File: src/rtl/sysclk_pkg.sv
package sysclk_pkg;
   localparam logic [1:0] POL_AUTO = 2'd0;
   localparam logic [1:0] POL_SOFT = 2'd1;

   localparam logic [1:0] SLOW_RC   = 2'd0;
   localparam logic [1:0] SLOW_XTAL = 2'd1;
   localparam logic [1:0] SLOW_EXT  = 2'd2;

   localparam logic SRC_RC   = 1'b0;
   localparam logic SRC_XTAL = 1'b1;
endpackage

File: src/rtl/clk_sel_sync.sv
module clk_sel_sync #(
   parameter int STAGES = 2
) (
   input  logic clk,
   input  logic rst_n,
   input  logic sel_i,
   output logic status_o
);
   localparam int CW = $clog2(STAGES + 1);

   generate
      if (STAGES == 1) begin : g_single
         logic st_q;
         always_ff @(posedge clk or negedge rst_n) begin
            if (!rst_n) st_q <= 1'b0;
            else        st_q <= sel_i;
         end
         assign status_o = st_q;
      end else begin : g_chain
         logic [STAGES-1:0] sh_q;
         always_ff @(posedge clk or negedge rst_n) begin
            if (!rst_n) sh_q <= '0;
            else        sh_q <= {sh_q[STAGES-2:0], sel_i};
         end
         assign status_o = sh_q[STAGES-1];
      end
   endgenerate

   // settle window tracker for the handshake check
   logic          prev_q;
   logic [CW-1:0] calm_q;
   always_ff @(posedge clk or negedge rst_n) begin
      if (!rst_n) begin
         prev_q <= 1'b0;
         calm_q <= '0;
      end else begin
         prev_q <= sel_i;
         if (sel_i != prev_q)           calm_q <= '0;
         else if (calm_q != CW'(STAGES)) calm_q <= calm_q + 1'b1;
      end
   end


   settle_chk: assert property (@(posedge clk) disable iff (!rst_n)
      (sel_i == prev_q && calm_q >= CW'(STAGES - 1)) |-> status_o == sel_i);
endmodule

File: src/rtl/cpu_clk_div.sv
module cpu_clk_div #(
   parameter int SPEED_W    = 3,
   parameter int NUM_SPEEDS = 6,
   parameter int RST_SPEED  = 4
) (
   input  logic               clk,
   input  logic               rst_n,
   input  logic               run_i,
   input  logic               wr_i,
   input  logic [SPEED_W-1:0] code_i,
   output logic               en_o
);
   localparam int CNT_W = (NUM_SPEEDS > 1) ? NUM_SPEEDS - 1 : 1;

   function automatic logic [CNT_W-1:0] lim_of(input logic [SPEED_W-1:0] c);
      lim_of = CNT_W'((32'd1 << (NUM_SPEEDS - 1 - int'(c))) - 32'd1);
   endfunction

   logic [CNT_W-1:0] lim_q, cnt_q;
   logic             legal;

   assign legal = 32'(code_i) < 32'(NUM_SPEEDS);

   always_ff @(posedge clk or negedge rst_n) begin
      if (!rst_n) begin
         lim_q <= lim_of(SPEED_W'(RST_SPEED));
         cnt_q <= '0;
      end else if (wr_i && legal) begin
         lim_q <= lim_of(code_i);
         cnt_q <= '0;
      end else if (cnt_q == lim_q) begin
         cnt_q <= '0;
      end else begin
         cnt_q <= cnt_q + 1'b1;
      end
   end

   assign en_o = run_i && (cnt_q == lim_q);


   bad_code_chk: assert property (@(posedge clk) disable iff (!rst_n)
      (wr_i && !legal) |=> $stable(lim_q));

   cnt_range_chk: assert property (@(posedge clk) disable iff (!rst_n)
      cnt_q <= lim_q);
endmodule

File: src/rtl/slow_src_latch.sv
module slow_src_latch (
   input  logic       clk,
   input  logic       rst_n,
   input  logic       wr_i,
   input  logic [1:0] code_i,
   output logic [1:0] src_o
);
   import sysclk_pkg::*;

   logic [1:0] src_q;
   logic       take;

   assign take = wr_i && (src_q == SLOW_RC) &&
                 (code_i == SLOW_XTAL || code_i == SLOW_EXT);

   always_ff @(posedge clk or negedge rst_n) begin
      if (!rst_n)    src_q <= SLOW_RC;
      else if (take) src_q <= code_i;
   end

   assign src_o = src_q;


   lock_chk: assert property (@(posedge clk) disable iff (!rst_n)
      (src_q != SLOW_RC) |=> $stable(src_q));
endmodule

File: src/rtl/sysclk_switch.sv
module sysclk_switch #(
   parameter int SYNC_STAGES = 2,
   parameter int SPEED_W     = 3,
   parameter int NUM_SPEEDS  = 6,
   parameter int RST_SPEED   = 4
) (
   input  logic               clk,
   input  logic               rst_n,
   input  logic               sleep_i,
   input  logic               xtal_rdy_i,
   input  logic               sw_req_i,
   input  logic [1:0]         policy_i,
   input  logic               speed_wr_i,
   input  logic [SPEED_W-1:0] speed_code_i,
   input  logic               slow_wr_i,
   input  logic [1:0]         slow_code_i,
   output logic               sys_sel_o,
   output logic               on_xtal_o,
   output logic               cpu_en_o,
   output logic [1:0]         slow_src_o
);
   import sysclk_pkg::*;

   initial begin
      stages_ok_chk: assert (SYNC_STAGES >= 1);
      speeds_ok_chk: assert (NUM_SPEEDS >= 1 && NUM_SPEEDS <= (1 << SPEED_W));
      rst_speed_chk: assert (RST_SPEED >= 0 && RST_SPEED < NUM_SPEEDS);
   end

   logic sel_q, pend_q, want_soft, go;

   assign want_soft = pend_q | sw_req_i;

   always_comb begin
      case (policy_i)
         POL_AUTO: go = 1'b1;
         POL_SOFT: go = want_soft;
         default:  go = 1'b0;
      endcase
      go = go & ~sleep_i & xtal_rdy_i & (sel_q == SRC_RC);
   end

   always_ff @(posedge clk or negedge rst_n) begin
      if (!rst_n) begin
         sel_q  <= SRC_RC;
         pend_q <= 1'b0;
      end else if (sleep_i) begin
         sel_q  <= SRC_RC;
         pend_q <= 1'b0;
      end else begin
         sel_q  <= sel_q | go;
         pend_q <= want_soft & ~go & ~sel_q;
      end
   end

   assign sys_sel_o = sel_q;

   clk_sel_sync #(.STAGES(SYNC_STAGES)) u_sync (
      .clk      (clk),
      .rst_n    (rst_n),
      .sel_i    (sel_q),
      .status_o (on_xtal_o)
   );

   cpu_clk_div #(
      .SPEED_W    (SPEED_W),
      .NUM_SPEEDS (NUM_SPEEDS),
      .RST_SPEED  (RST_SPEED)
   ) u_div (
      .clk    (clk),
      .rst_n  (rst_n),
      .run_i  (~sleep_i),
      .wr_i   (speed_wr_i),
      .code_i (speed_code_i),
      .en_o   (cpu_en_o)
   );

   slow_src_latch u_slow (
      .clk    (clk),
      .rst_n  (rst_n),
      .wr_i   (slow_wr_i),
      .code_i (slow_code_i),
      .src_o  (slow_src_o)
   );


   sleep_sel_chk: assert property (@(posedge clk) disable iff (!rst_n)
      sleep_i |=> !sys_sel_o);

   auto_chk: assert property (@(posedge clk) disable iff (!rst_n)
      (!sleep_i && xtal_rdy_i && policy_i == POL_AUTO) |=> sys_sel_o);

   soft_wait_chk: assert property (@(posedge clk) disable iff (!rst_n)
      (policy_i == POL_SOFT && !sys_sel_o && !pend_q && !sw_req_i) |=> !sys_sel_o);

   hold_chk: assert property (@(posedge clk) disable iff (!rst_n)
      (policy_i[1] && !sys_sel_o) |=> !sys_sel_o);

   stay_chk: assert property (@(posedge clk) disable iff (!rst_n)
      (sys_sel_o && !sleep_i) |=> sys_sel_o);
endmodule

File: config.mk
export PLATFORM = sky130hd
export DESIGN_NAME = sysclk_switch
export DESIGN_NICKNAME = d
export VERILOG_FILES = /design/src/rtl/sysclk_pkg.sv /design/src/rtl/clk_sel_sync.sv /design/src/rtl/cpu_clk_div.sv /design/src/rtl/slow_src_latch.sv /design/src/rtl/sysclk_switch.sv
export SDC_FILE = /design/constraint.sdc
export NUM_CORES = 1
export LEC_CHECK = 0
export BUFFER_PORTS_ARGS = -buffer_cell sky130_fd_sc_hd__buf_2
export CAP_MARGIN = 10
export CORE_UTILIZATION = 40
export CTS_CLUSTER_SIZE = 20
export DETAILED_ROUTE_END_ITERATION = 8
export PLACE_DENSITY_LB_ADDON = 0.15
export SETUP_SLACK_MARGIN = 0.4
export SYNTH_ARGS = -nofsm -noshare
export SYNTH_HDL_FRONTEND = slang
export SYNTH_HIERARCHICAL = 1
export SYNTH_SLANG_ARGS = --single-unit
File: constraint.sdc
create_clock -name clk -period 1.5 [get_ports clk]
set_input_delay 0.3 -clock clk [delete_from_list [all_inputs] [get_ports clk]]
set_output_delay 0.3 -clock clk [all_outputs]
set_load 0.01 [all_outputs]
==> metrics.txt <==
max-slew violation count=0; WHS=~190 ps; crit path kind=flop to output pin; layout cells sized above 1=~48%; initial antenna violation count=0; LEAKAGE=roughly 0.54 nW; Total Power=1.198 mW; fin crit period=1772 ps; boundary pin count=19; Total GRT Usage=approximately 17%; GR Util met2=30.00%; P per Cell Area=1089 nW/um^2; TNS Setup=-272.3 ps; Vias/cell=~4.7; Worst Setup SP=u_div/cnt_q[3]; final core utilization=62.34%; final net count=119; DRC=0; drt first-iter violations=10; CTS Buffer Depth=2; Routed Antenna Nets=0; Synthesized Nets=85; floorplan row count=15; commonest non-fill, non-tap cells in the layout=16 x buf_2, 15 x dfrtp_1, 12 x buf_4; DRT Pass-1 Iters=4; first-pass GRT wire length=2.546 mm; relative slew slack=76.74%; Crit path arrival time=about 1500 ps; filler instances=160; clk sinks=16; kind of start point of the critical path=flop; met1 usage=20.20%; maximum clock frequency=564.2 MHz; outcome=finished with violations; ranking of synthesized cells by area=dfrtp_1 49%, xor2_1 8.0%, ha_1 6.5%; commonest non-fill, non-tap cell in the layout=buf_2; area of the multi-input gates=425.4 sq um; Wirelength per Cell=around 12 um; chip height=45.76 um; unrepaired setup endpoints after global routing=true; final hold vios=0; Post-synth EDFFs=0; pre-CTS setup slack=between 20 and 30 ps; ys async rst share=100.0%; # setup viols final=1; count of cell types in the netlist=25; Avg Inst Size Synth=11.43 sq um; synthesis-to-finish area growth=43.63%; Final Non-Filler Cells=around 130; # H-tree levels=1; VDD IR-drop max=0.7039 mV; TritonCTS Buffers=3; final instance area=1100 sq um; DP HPWL=1.113 mm; Routed WL=1.460 mm; Worst Clk Skew=approximately 1.2 ps; Yosys warnings=6; post-synthesis register bit count=16; Synth area leader=dfrtp_1; grt total ovfl=0; post-synthesis sequential area ratio=52.45%; Reg clk slew, reported paths=roughly 90 ps; Worst R2R Setup Slack=230 ps; TritonCTS clock tree=built; vias in the first global route=619; Syn Inst Count=between 60 and 70; Top Usage Layer GRT=met2; CP required=1200 ps; Hold Path Class=input pin to flop; Slew @ Worst Pin=between 300 and 400 ps; Die ar.=around 2100 sq um; Port Buffers=18; Clock Latency Late Sink=about 280 ps; Min-Delay Startpoint=sleep_i; Tcrit/Tclk final=118.2%; largest net degree at the start of global routing=17; starting density of the core=a little over two fifths; DP Area=between 900 and 1000 sq um; max-cap viol count=0; crit-path max FO=2; setup ws final=-272.3 ps; via count=586; post-placement cell count=114; failing checks=setup timing; Primary FF master, synth=dfrtp_1; Die Wd=45.76 um; FF-to-FF Start=u_div/cnt_q[3]; Crit. End Element=output pin; # diodes=0; post-synth top area share=49.02%; Root Buffer=clkbuf_4; GR Util met3=under 10%; RePlAce Congestion=between 0.6 and 0.7; Core Region=1764 sq um; Sequential Area=401.6 sq um; cell area after synthesis=765.7 sq um
## what timing repair did
item,CTS,global route
pin swaps,2,9
endpoints found under the setup margin,10,12
gates resized for setup,0,12
hold endpoints to repair,15,0
hold buffers,1,0
setup buffers,4,2
## final timing paths
path	end	cells past startpoint
setup / recovery	cpu_en_o	4
hold / removal	pend_q	2
setup reg to reg	u_div/cnt_q[3]	4
hold reg to reg	u_sync/g_chain.sh_q[1]	0
max in group asynchronous	u_div/lim_q[0]	2
min in group asynchronous	u_slow/src_o[1]	2
## registers in the layout (all words and copies together) (netlist names)
signal               flops
u_div/cnt_q              5
u_div/lim_q              5
u_slow/src_o             2
u_sync/g_chain.sh_q      2
pend_q                   1
sys_sel_o                1
## cell families (layout without fill, tap and decap cells)
kind of cell	Yosys count	count (layout)	synth area share, %
xor+xnor	9	9	10.29
compound gates	11	11	9.967
simple gates	23	23	18.79
buf+inv	4	37	1.960
fa+ha+maj	4	4	6.536
flops	16	16	52.45
## worst max-delay path: stages (launching register included)
cell and delay, ps:
dfrtp_1 410, xor2_2 190, nor4_4 280, and3_1 180, buf_2 120
## area by class of cell
class                           instances  share of cell area (%)
Multi-Input combinational cell         47                   38.68
Sequential cell                        16                   36.52
Timing Repair Buffer                   30                   17.41
Clock buffer                            4                   3.299
Tap cell                               25                   2.844
Inverter                                3                   1.251
## Yosys cell counts (2+ instances only)
cell type  count
dfrtp_1       15
nand2_1        7
xor2_1         7
a211oi_1       4
ha_1           4
inv_1          3
nor2_1         3
o21ai_0        3
nand3_1        2
nor2b_1        2
nor4bb_1       2
xnor2_1        2
## routing by layer
layer  up-vias  part of all wire [%]
met4         0                   3.4
met2        14                    50
li1        299                     -
met5         -                     0
met1       267                    45
met3         6                   2.0
## report_power, final
part / total, mW / internal, mW / switching, mW
logic: 0.382 / 0.205 / 0.177
clock network: 0.274 / 0.148 / 0.126
registers: 0.542 / 0.492 / 0.0501
total: 1.20 / 0.845 / 0.353
Note: power is estimated with default switching activity, not from simulation.
